`src/rtl/vsb_pkg.sv`:
```
package vsb_pkg;
  localparam int unsigned DW     = 8;
  localparam int unsigned AW     = 8;
  localparam int unsigned SCR_N  = 2;
  localparam int unsigned SCR_IW = (SCR_N > 1) ? $clog2(SCR_N) : 1;

  localparam logic [AW-1:0] ADR_STDEN = 8'h02;
  localparam logic [AW-1:0] ADR_SLEEP = 8'hF0;
  localparam logic [AW-1:0] ADR_IRQ   = 8'hF1;
  localparam logic [AW-1:0] ADR_HSCR  = 8'hF2;
  localparam logic [AW-1:0] ADR_CSCR  = ADR_HSCR + AW'(SCR_N);
  localparam logic [AW-1:0] ADR_EXTEN = ADR_CSCR + AW'(SCR_N);

  typedef enum logic [2:0] {
    SEL_NONE, SEL_SLEEP, SEL_IRQ, SEL_HSCR, SEL_CSCR, SEL_EXTEN, SEL_STDEN
  } rdSel_t;

  typedef enum logic [1:0] {
    MODE_TORPID, MODE_AWAKE, MODE_DROWSY, MODE_ENONLY
  } sleepMode_t;

  typedef struct packed {
    logic              wrSleep;
    logic              wrIrqClr;
    logic [SCR_N-1:0]  wrHostScr;
    logic              wrStdEn;
    logic              wrExtEn;
    logic              setReady;
    rdSel_t            rdSel;
    logic [SCR_IW-1:0] scrIdx;
  } vsbStrobe_t;

  function automatic sleepMode_t decodeMode(input logic [1:0] bits);
    case (bits)
      2'b00:   return MODE_TORPID;
      2'b01:   return MODE_AWAKE;
      2'b11:   return MODE_DROWSY;
      default: return MODE_ENONLY;
    endcase
  endfunction
endpackage

```
`src/rtl/vsb_ctrl.sv`:
```
module vsb_ctrl
  import vsb_pkg::*;
(
  input  logic          clk,
  input  logic          rstN,
  input  logic [AW-1:0] regAddr,
  input  logic [1:0]    wrLow,
  input  logic          regWrite,
  input  logic          isAwake,
  output vsbStrobe_t    stb
);
  logic          armed;
  logic [AW-1:0] hOff;
  logic [AW-1:0] cOff;
  logic          inHost;
  logic          inChip;

  assign hOff   = regAddr - ADR_HSCR;
  assign cOff   = regAddr - ADR_CSCR;
  assign inHost = (regAddr >= ADR_HSCR) && (regAddr < ADR_CSCR);
  assign inChip = (regAddr >= ADR_CSCR) && (regAddr < ADR_EXTEN);

  always_comb begin
    stb          = '0;
    stb.rdSel    = SEL_NONE;
    stb.setReady = armed & isAwake;
    if (regAddr == ADR_SLEEP) begin
      stb.rdSel   = SEL_SLEEP;
      stb.wrSleep = regWrite;
    end else if (regAddr == ADR_IRQ) begin
      stb.rdSel    = SEL_IRQ;
      stb.wrIrqClr = regWrite & wrLow[0];
    end else if (inHost) begin
      stb.rdSel  = SEL_HSCR;
      stb.scrIdx = hOff[SCR_IW-1:0];
      stb.wrHostScr[hOff[SCR_IW-1:0]] = regWrite;
    end else if (inChip) begin
      stb.rdSel  = SEL_CSCR;
      stb.scrIdx = cOff[SCR_IW-1:0];
    end else if (regAddr == ADR_EXTEN) begin
      stb.rdSel   = SEL_EXTEN;
      stb.wrExtEn = regWrite;
    end else if (regAddr == ADR_STDEN) begin
      stb.rdSel   = SEL_STDEN;
      stb.wrStdEn = regWrite;
    end
  end

  // Arm on a drowsy write; fire once when the chip is awake.
  always_ff @(posedge clk) begin
    if (!rstN) begin
      armed <= 1'b0;
    end else if (stb.wrSleep) begin
      armed <= (decodeMode(wrLow) == MODE_DROWSY);
    end else if (stb.setReady) begin
      armed <= 1'b0;
    end
  end
endmodule

```
`src/rtl/vsb_data.sv`:
```
module vsb_data
  import vsb_pkg::*;
#(
  parameter int unsigned FUNC_N = 8
) (
  input  logic                clk,
  input  logic                rstN,
  input  vsbStrobe_t          stb,
  input  logic [DW-1:0]       regWdata,
  output logic [DW-1:0]       regRdata,
  output logic                sleepAllowed,
  output logic [3:0]          sleepFunc,
  input  logic                funcIrqSet,
  output logic                hostIrq,
  input  logic [SCR_N-1:0]    chipScrWe,
  input  logic [DW-1:0]       chipScrData,
  output logic [SCR_N*DW-1:0] hostScratch,
  input  logic [FUNC_N-1:0]   funcReset,
  output logic [FUNC_N-1:0]   resetFlag,
  output logic [FUNC_N-1:0]   ioActive
);
  logic [3:0]        funcQ;
  logic              wakeReqQ;
  logic              rdyEnQ;
  logic              readyPend;
  logic              funcPend;
  logic [DW-1:0]     hostScr [SCR_N];
  logic [DW-1:0]     chipScr [SCR_N];
  logic [FUNC_N-1:0] stdEn;
  logic [FUNC_N-1:0] extEn;
  logic [DW-1:0]     stdPad;
  logic [DW-1:0]     extPad;

  always_ff @(posedge clk) begin
    if (!rstN) begin
      funcQ    <= '0;
      wakeReqQ <= 1'b0;
      rdyEnQ   <= 1'b0;
    end else if (stb.wrSleep) begin
      funcQ    <= regWdata[7:4];
      rdyEnQ   <= regWdata[1];
      wakeReqQ <= regWdata[0];
    end
  end

  // Set has priority over the write-one-to-clear.
  always_ff @(posedge clk) begin
    if (!rstN) begin
      readyPend <= 1'b0;
      funcPend  <= 1'b0;
    end else begin
      if (stb.setReady)      readyPend <= 1'b1;
      else if (stb.wrIrqClr) readyPend <= 1'b0;
      if (funcIrqSet)        funcPend  <= 1'b1;
      else if (stb.wrIrqClr) funcPend  <= 1'b0;
    end
  end

  for (genvar i = 0; i < SCR_N; i++) begin : g_scr
    always_ff @(posedge clk) begin
      if (!rstN) begin
        hostScr[i] <= '0;
        chipScr[i] <= '0;
      end else begin
        if (stb.wrHostScr[i]) hostScr[i] <= regWdata;
        if (chipScrWe[i])     chipScr[i] <= chipScrData;
      end
    end
    assign hostScratch[i*DW +: DW] = hostScr[i];
  end

  // Internal reset overrides a host write of the same bit.
  always_ff @(posedge clk) begin
    if (!rstN) begin
      stdEn <= '0;
      extEn <= '0;
    end else begin
      if (stb.wrStdEn) stdEn <= regWdata[FUNC_N-1:0];
      if (stb.wrExtEn) extEn <= regWdata[FUNC_N-1:0] & ~funcReset;
      else             extEn <= extEn & ~funcReset;
    end
  end

  always_comb begin
    stdPad = '0;
    extPad = '0;
    stdPad[FUNC_N-1:0] = stdEn;
    extPad[FUNC_N-1:0] = extEn;
  end

  always_comb begin
    case (stb.rdSel)
      SEL_SLEEP: regRdata = {funcQ, 2'b00, rdyEnQ, wakeReqQ};
      SEL_IRQ:   regRdata = {6'b0, readyPend, funcPend};
      SEL_HSCR:  regRdata = hostScr[stb.scrIdx];
      SEL_CSCR:  regRdata = chipScr[stb.scrIdx];
      SEL_EXTEN: regRdata = extPad;
      SEL_STDEN: regRdata = stdPad;
      default:   regRdata = '0;
    endcase
  end

  assign sleepAllowed = ~wakeReqQ;
  assign sleepFunc    = funcQ;
  assign hostIrq      = readyPend | funcPend;
  assign resetFlag    = stdEn & ~extEn;
  assign ioActive     = stdEn & extEn;
endmodule

```
`src/rtl/vendor_sleep_bank.sv`:
```
module vendor_sleep_bank
  import vsb_pkg::*;
#(
  parameter int unsigned FUNC_N = 8
) (
  input  logic                clk,
  input  logic                rstN,
  input  logic [AW-1:0]       regAddr,
  input  logic [DW-1:0]       regWdata,
  input  logic                regWrite,
  output logic [DW-1:0]       regRdata,
  input  logic                isAwake,
  output logic                sleepAllowed,
  output logic [3:0]          sleepFunc,
  input  logic                funcIrqSet,
  output logic                hostIrq,
  input  logic [SCR_N-1:0]    chipScrWe,
  input  logic [DW-1:0]       chipScrData,
  output logic [SCR_N*DW-1:0] hostScratch,
  input  logic [FUNC_N-1:0]   funcReset,
  output logic [FUNC_N-1:0]   resetFlag,
  output logic [FUNC_N-1:0]   ioActive
);
  vsbStrobe_t stb;

  vsb_ctrl u_ctrl (
    .clk      (clk),
    .rstN     (rstN),
    .regAddr  (regAddr),
    .wrLow    (regWdata[1:0]),
    .regWrite (regWrite),
    .isAwake  (isAwake),
    .stb      (stb)
  );

  vsb_data #(.FUNC_N(FUNC_N)) u_data (
    .clk          (clk),
    .rstN         (rstN),
    .stb          (stb),
    .regWdata     (regWdata),
    .regRdata     (regRdata),
    .sleepAllowed (sleepAllowed),
    .sleepFunc    (sleepFunc),
    .funcIrqSet   (funcIrqSet),
    .hostIrq      (hostIrq),
    .chipScrWe    (chipScrWe),
    .chipScrData  (chipScrData),
    .hostScratch  (hostScratch),
    .funcReset    (funcReset),
    .resetFlag    (resetFlag),
    .ioActive     (ioActive)
  );
endmodule

```
`config.mk`:
```
export PLATFORM = sky130hd
export DESIGN_NAME = vendor_sleep_bank
export DESIGN_NICKNAME = d
export VERILOG_FILES = /design/src/rtl/vsb_pkg.sv /design/src/rtl/vsb_ctrl.sv /design/src/rtl/vsb_data.sv /design/src/rtl/vendor_sleep_bank.sv
export SDC_FILE = /design/constraint.sdc
export NUM_CORES = 1
export LEC_CHECK = 0
export CAP_MARGIN = 10
export CORE_MARGIN = 4
export CORE_UTILIZATION = 51
export DETAILED_ROUTE_END_ITERATION = 8
export GPL_TIMING_DRIVEN = 0
export PLACE_DENSITY_LB_ADDON = 0.25
export REMOVE_ABC_BUFFERS = 1
export SLEW_MARGIN = 20
export SYNTH_ARGS = -nofsm -noshare
export SYNTH_HDL_FRONTEND = slang
export SYNTH_HIERARCHICAL = 1
export SYNTH_SLANG_ARGS = --single-unit
```
`constraint.sdc`:
```
create_clock -name clk -period 3.66 [get_ports clk]
set_clock_uncertainty 0.1 [all_clocks]
set_input_delay 0.549 -clock clk [delete_from_list [all_inputs] [get_ports clk]]
set_output_delay 0.549 -clock clk [all_outputs]
set_load 0.01 [all_outputs]
```
# == After elaboration in Yosys (flattened, before gate mapping) ==
# Memories as Yosys holds them, arrays and structs flattened.
# Index checks and enable logic that the tools add are counted.
# totals
inputBits,39
mem_count,2
word_cells,101
mem_bits_rw,32
out_inout_bits,46
ff_bits,25
# op_classes
order_cmp,6
bitwise,15
eq_ne,13
n_mux,48
reduce_logical,7
n_addsub,2
# memory_table
memory,words,width,read_ports,rd_clocked_by_memory_dff,wr,line_no,source
u_data.chipScr,2,8,1,0,2,vsb_data.sv:28,logic [DW-1:0] chipScr [SCR_N];
u_data.hostScr,2,8,3,0,2,vsb_data.sv:27,logic [DW-1:0] hostScr [SCR_N];
# op_table
operator,count
one-hot mux 8 bit (6 select lines),1
two-way mux 8 bit,5
AND 8 bit,4
two-way mux 1 bit,27
"== test 8 bit, second input constant",3
">= comparator 8 bit, second input constant",2
"less-than comparator 8 bit, second input constant",2
inverter 8 bit,2
two-way mux 3 bit,5
two-way mux 2 bit,5
"== test 3 bit, second input constant",3
"== test 8 x 2 -> 1 bit, second input constant",1
two-way mux 4 bit,2
"== test 3 x 2 -> 1 bit, second input constant",2
one-hot mux 2 bit (3 select lines),1
nonzero test 2 bit,3
two-way mux 5 bit,1
OR 1 bit,5
"== test 2 bit, second input constant",2
"== test 3 x 1 -> 1 bit, second input constant",1
logical AND 1 bit,3
AND 1 bit,2
AND 2 bit,1
"== test 2 x 1 -> 1 bit, second input constant",1
6 further kinds,7

# == Depth between registers and ports, before layout ==
# Gate-level depths: netlist of run 1.
# depth
word_depth,13
depth_mapped,9

# == Cells and area by module ==
# Netlist of run 1, hierarchy kept.
# by_module_without_submodules
module,n_inst,cells_per_inst,area_per_inst_um2,seq_area_each_um2
vsb_data,1,221,2657.5,1441.4
vsb_ctrl,1,34,234.0,20.0

# == Least setup slack after synthesis of run 1 ==
# Ideal clock, no wire load.
# synth_timing
path_type,in2out
from,in regAddr[0]
to,out regRdata[5]
t_arrival_ns,2.124
path_slack_ns,0.887
cell_stages,7
required_ns,3.011
cell_sequence,buf_2 > maj3_2 > nor3_1 > nor2b_1 > buf_1 > a22oi_1 > o221ai_1
# synth_lines
element,line_no,source
from (decl),vendor_sleep_bank.sv:8,"input logic [AW-1:0] regAddr,"
to (decl),vendor_sleep_bank.sv:11,"output logic [DW-1:0] regRdata,"

==> impl_metrics.tcl, run 1 <==
set metrics [dict create \
    cts_tree "yes" \
    power_density_nw_per_um2 336 \
    seq_area_frac_synth_pct 50.5 \
    hold_ws_ps 414 \
    synth-edff-count 32 \
    cp.required_ps 3010 \
    synth_top_area_cell "edfxtp_1" \
    synth_area_per_cell_um2 11.3 \
    path_delay_family "buffers and inverters" \
    end_kind "output pin" \
    grtUsageTotal_pct 24.0 \
    syn2layout_area_growth_pct 44.8 \
    slowest_stage "clkdlybuf4s50_1" \
    synth_flop_cell "edfxtp_1" \
    yosys-top-cells-area "edfxtp_1, dfxtp_1, mux2i_1" \
    drv_slew 0 \
    max_freq_mhz 279 \
    detail_route.first_pass.iterations 5 \
    antenna_found_initial 0 \
    syn_inst 255 \
    coreArea_um2 5510 \
    portBuffers 84 \
    drtAntennaViolNets 0 \
    regArea_um2 1460 \
    status "completed" \
    fin_crit_sh_pct 98.1 \
    reg2reg_slack_ps 2840 \
    hold_class "register to register" \
    grt_overflow_total 0 \
    gp_congestion 0.849 \
    finalSetupViolCount 0 \
    cap_violations 0 \
    postSynth.asyncResetShare_pct 0 \
    hold_viol_final 0 \
    path_common_cell "buf_4" \
    cts-root-buf "clkbuf_8" \
    grt_pass1_wl_um 13100 \
    clock_latency_ps 330 \
    clkSinkCount 57 \
    detail_route.wl_per_cell_um 19.1 \
    ir_drop_v 0.000260 \
    dr.first_iter.drc_count 195 \
    worst_slew_pin_slew_ps 967 \
    die_h_um 83.3 \
    rr_startpoint "u_data/extEn[0]" \
    hold_depth 2 \
    leakagePower_nw 1.65 \
    clock_path_buffers 2 \
    hpwl_um 5400 \
    cts.htree.levels 3 \
    vias_per_cell 5.84 \
    ys.warnings.count 6 \
    timing.slew.headroom_pct 35.1 \
    dr_total_vias 2504 \
    stdcell_count 429 \
    final_util_pct 76.1 \
    dpl_cell_area_um2 3790 \
    synth_most_common_cell "mux2i_1" \
    crit_chain "clkdlybuf4s50_1, nor2_4, nand2_1, a21oi_4, buf_4, or3b_4, buf_4, o22ai_2, a221o_1, dlygate4sd2_1" \
    fill_cells 395 \
    synth_seq_cells 57 \
    slowest_delay_ps 660 \
    place_inst 398 \
    wl_um 8200 \
    grt_max_degree 42 \
    nNetsFinal 392 \
    startpoint_type "input pin" \
    yosys-top-cells-count "mux2i_1, and3_1, edfxtp_1" \
    worstHoldStart "u_ctrl/armed" \
    dieArea_um2 6940 \
    synth_top_area_share_pct 33.2 \
    io_pins 85 \
    cp_max_fo 6 \
    clk_pin_slew_worst_paths_ps 60 \
    crit_path_start "regAddr[3]" \
    min_period_ps 3590 \
    syn_area_um2 2890 \
    drc 0 \
    reg2reg_to "u_data/extEn[0]" \
    grt_pass1_vias 2586 \
    multi_input_area_um2 1450 \
    row_count 27 \
    antenna_cells 0 \
    synth_cell_type_count 40 \
    cp_num_buf_inv 4 \
    postLayoutCellArea_um2 4190 \
    path_class "input pin to output pin" \
    layout-drive-gt1-share_pct 15.4 \
    cts_buffers 9 \
    arrival_ps 2940 \
    die_w_um 83.3 \
    start_util_pct 52.5 \
    r2r_cells 2 \
    hold-path-endpoint "u_ctrl/armed" \
]
[worst max path at each step]
stage             endpoint  slack (ps)  cells past startpoint
3_3_place_gp   regRdata[4]       -1790                      8
4_1_cts        regRdata[2]          10                      8
5_1_grt        regRdata[4]         -20                      9
3_5_place_dp   regRdata[5]        -680                      8
6_report       regRdata[4]          70                     10
2_1_floorplan  regRdata[4]          -1                      6
[flip-flops by register name, indices dropped and copies added (netlist names)]
signal and cells:
u_data/rdyEnQ 1, u_data/stdEn 8, u_ctrl/armed 1, u_data/wakeReqQ 1, u_data/chipScr 16, u_data/sleepFunc 4, u_data/funcPend 1, u_data/hostScr 16
u_data/readyPend 1, u_data/extEn 8
[metrics by stage]
stage,power [mW],setup WS (ps),TNS (ps)
floorplan,0.764,-1.45,-4.34
global placement,0.857,-1790,-13750
detailed placement,0.865,-677,-4930
CTS,1.41,11.9,0
global route,1.46,-16.1,-16.1
finish,1.41,70.3,0
[layer usage]
metal,track usage [%],wire [um]
met1,29.7,3350
met2,39.9,4170
met3,5.95,573
met4,10.1,106
met5,0,0
[power breakdown]
| group | internal [mW] | total (mW) | switching, mW |
|---|---|---|---|
| Combinational | 0.0785 | 0.147 | 0.0689 |
| Clock | 0.304 | 0.547 | 0.243 |
| Sequential | 0.702 | 0.713 | 0.0113 |
| Total | 1.08 | 1.41 | 0.323 |
[logic make-up after synthesis]
group,after synthesis,share of synthesized area [%]
AND/OR/NAND/NOR,107,23.8
flip-flops,57,50.5
multiplexers,39,13.5
AO/OA/AOI/OAI,30,8.05
buffers and inverters,20,3.46
XOR/XNOR,1,0.303
adder cells (fa/ha/maj),1,0.389
[timing repair]
item / CTS / global route
gates cloned: 1 / 0
buffers inserted: 8 / 7
setup endpoints to repair: 8 / 3
resized for setup: 27 / 6
pin swaps: 4 / 3
hold buffers: 0 / 0
[worst reg2reg max path, cell delays in order, from the launching register on]
cell	delay [ps]
dfxtp_1	380
mux2i_1	90
nor3b_1	180
[area by class of cell]
| cell class | count | share of cell area (%) |
|---|---|---|
| well taps | 72 | 2.15 |
| clock buffers | 10 | 3.05 |
| multi-input cells | 179 | 34.7 |
| repair buffers | 103 | 23.8 |
| flip-flops and latches | 57 | 34.9 |
| inverters | 3 | 0.269 |
| clock inverters | 5 | 1.14 |
[cells in the final DEF, fill, tap and decap left out, types with 2 or more instances in the layout]
cell,count
buf_4,18
clkinv_1,2
nand2_1,5
a22o_1,3
nand3_1,2
and3_1,32
a221o_1,3
o21ai_1,4
o22ai_2,3
and4_4,2
nor3b_1,8
clkbuf_8,9
clkinv_2,2
edfxtp_1,32
nor3_2,2
nand3b_1,3
nor2b_1,24
dfxtp_1,25
a221oi_1,4
a22oi_1,3
nand2b_1,4
nor2b_4,2
mux2i_1,39
inv_1,3
clkdlybuf4s50_1,68
dlymetal6s2s_1,5
nor3_4,2
o22a_1,4
nor3_1,2
o21a_1,2
dlygate4sd2_1,10
and2_1,9
Note: power is estimated with default switching activity, not from simulation.
==> inputs of run 2 (changes only) <==
Settings changed: CELL_PAD_IN_SITES_DETAIL_PLACEMENT set to 0, CELL_PAD_IN_SITES_GLOBAL_PLACEMENT set to 2, CORE_UTILIZATION 51 to 32.
==> run 2 against run 1 <==
Against the previous run:
- count of clock-buffer cells in the layout shrank 1
- routed wire length is 2.1% lower
- sequential power about the same
- critical path depth unchanged
- global-route usage shrank 8.3 points
- die area rose by 53%
==> impl_metrics.tcl, run 2 (synthesis gave the netlist of run 1 again) <==
set metrics [dict create \
    nNetsFinal 396 \
    wl_um 8030 \
    fin_tns_setup_ps 0 \
    hold_depth 2 \
    fin_crit_sh_pct 96.7 \
    r2r_cells 2 \
    layout-drive-gt1-share_pct 16.3 \
    power_mw 1.48 \
    worst_slew_pin_slew_ps 948 \
    grt_pass1_wl_um 12400 \
    leakagePower_nw 1.68 \
    portBuffers 84 \
    clock_latency_ps 330 \
    rsz0062_at_grt "false" \
    power_density_nw_per_um2 345 \
    end_kind "output pin" \
    timing.slew.headroom_pct 36.3 \
    row_count 34 \
    crit_path_start "regAddr[3]" \
    die_w_um 103 \
    dr_total_vias 2403 \
    antenna_found_initial 0 \
    postLayoutCellArea_um2 4290 \
    rr_startpoint "u_data/readyPend" \
    grt_overflow_total 0 \
    die_h_um 103 \
    hold_class "register to register" \
    syn2layout_area_growth_pct 48.3 \
    cp_max_fo 6 \
    cts_buffers 9 \
    vias_per_cell 5.11 \
    coreArea_um2 8760 \
    cts_tree "yes" \
    clock_path_buffers 2 \
    dr.first_iter.drc_count 78 \
    path_class "input pin to output pin" \
    max_freq_mhz 283 \
    startpoint_type "input pin" \
    top_regs "u_data/chipScr x16, u_data/hostScr x16" \
    grt_pass1_vias 2405 \
    clk_pin_slew_worst_paths_ps 70 \
    dpl_cell_area_um2 3850 \
    status "completed" \
    antenna_cells 0 \
    drv_slew 0 \
    final_common_cell "clkdlybuf4s50_1" \
    cp-endpoint "regRdata[6]" \
    cts.htree.levels 3 \
    dieArea_um2 10600 \
    reg2reg_slack_ps 2820 \
    gp_congestion 0.804 \
    io_pins 85 \
    hpwl_um 5870 \
    reg2reg_to "u_data/readyPend" \
    arrival_ps 2890 \
    start_util_pct 33.0 \
    hold_viol_final 0 \
    min_period_ps 3540 \
    finalSetupViolCount 0 \
    grtUsageTotal_pct 15.7 \
    grt_max_degree 39 \
    ir_drop_v 0.000174 \
    final_cell_mix "clkdlybuf4s50_1, mux2i_1, and3_1, edfxtp_1, dfxtp_1" \
    cts-root-buf "clkbuf_8" \
    detail_route.wl_per_cell_um 17.1 \
    hold_ws_ps 386 \
    drtAntennaViolNets 0 \
    drc 0 \
    clkSinkCount 57 \
    cap_violations 0 \
    detail_route.first_pass.iterations 4 \
    cp.required_ps 3010 \
]
==> run 2: worst min path at each step <==
| stage | start | to | slack [ps] |
|---|---|---|---|
| 6_report | u_ctrl/armed | u_ctrl/armed | 390 |
| 5_1_grt | u_ctrl/armed | u_ctrl/armed | 420 |
| 4_1_cts | u_ctrl/armed | u_ctrl/armed | 390 |
| 3_5_place_dp | u_ctrl/armed | u_ctrl/armed | 380 |
| 3_3_place_gp | u_ctrl/armed | u_ctrl/armed | 370 |
| 2_1_floorplan | u_ctrl/armed | u_ctrl/armed | 360 |
==> run 2: layer usage <==
metal	up-vias	part of all wire, %	GRT usage (%)
li1	1159	-	-
met1	1146	41	19.7
met4	0	1.7	7.17
met3	10	8.4	3.99
met2	88	49	25.4
met5	-	0	0
==> run 2: where the power goes <==
group / switching, mW / internal, mW
Sequential: 0.00988 / 0.702
Combinational: 0.0674 / 0.0792
Clock: 0.245 / 0.376
Total: 0.322 / 1.16
==> run 2: critical path, cell delays in order <==
cell and delay, ps:
clkdlybuf4s50_1 650, nor2_4 80, nand3b_1 160, a21oi_4 100, buf_4 140, or3b_4 440, buf_4 170, o22ai_1 160
a221o_1 160, dlygate4sd2_1 280
==> run 2: layout make-up <==
cell class	count	area, um^2
fillers	828	4470
repair buffers	107	1030
well taps	108	135
clock buffers	9	124
inverters	3	11.3
multi-input cells	179	1440
flip-flops and latches	57	1460
clock inverters	7	85.1
==> run 2: through the flow <==
step | utilization [%] | setup WS, ps | std cells
floorplan | - | -1.45 | 238
global placement | 43.1 | -1960 | 430
detailed placement | 43.9 | -711 | 435
CTS | 48.3 | 1.55 | 465
global route | 48.9 | 33.4 | 470
finish | 48.9 | 122 | 470
==> run 2: timing repair <==
action,4_1_cts,5_1_grt
buffers inserted,13,5
gates resized for setup,25,6
gates cloned,1,0
pin swaps,4,2
endpoints found under the setup margin,8,4
hold buffers,0,0
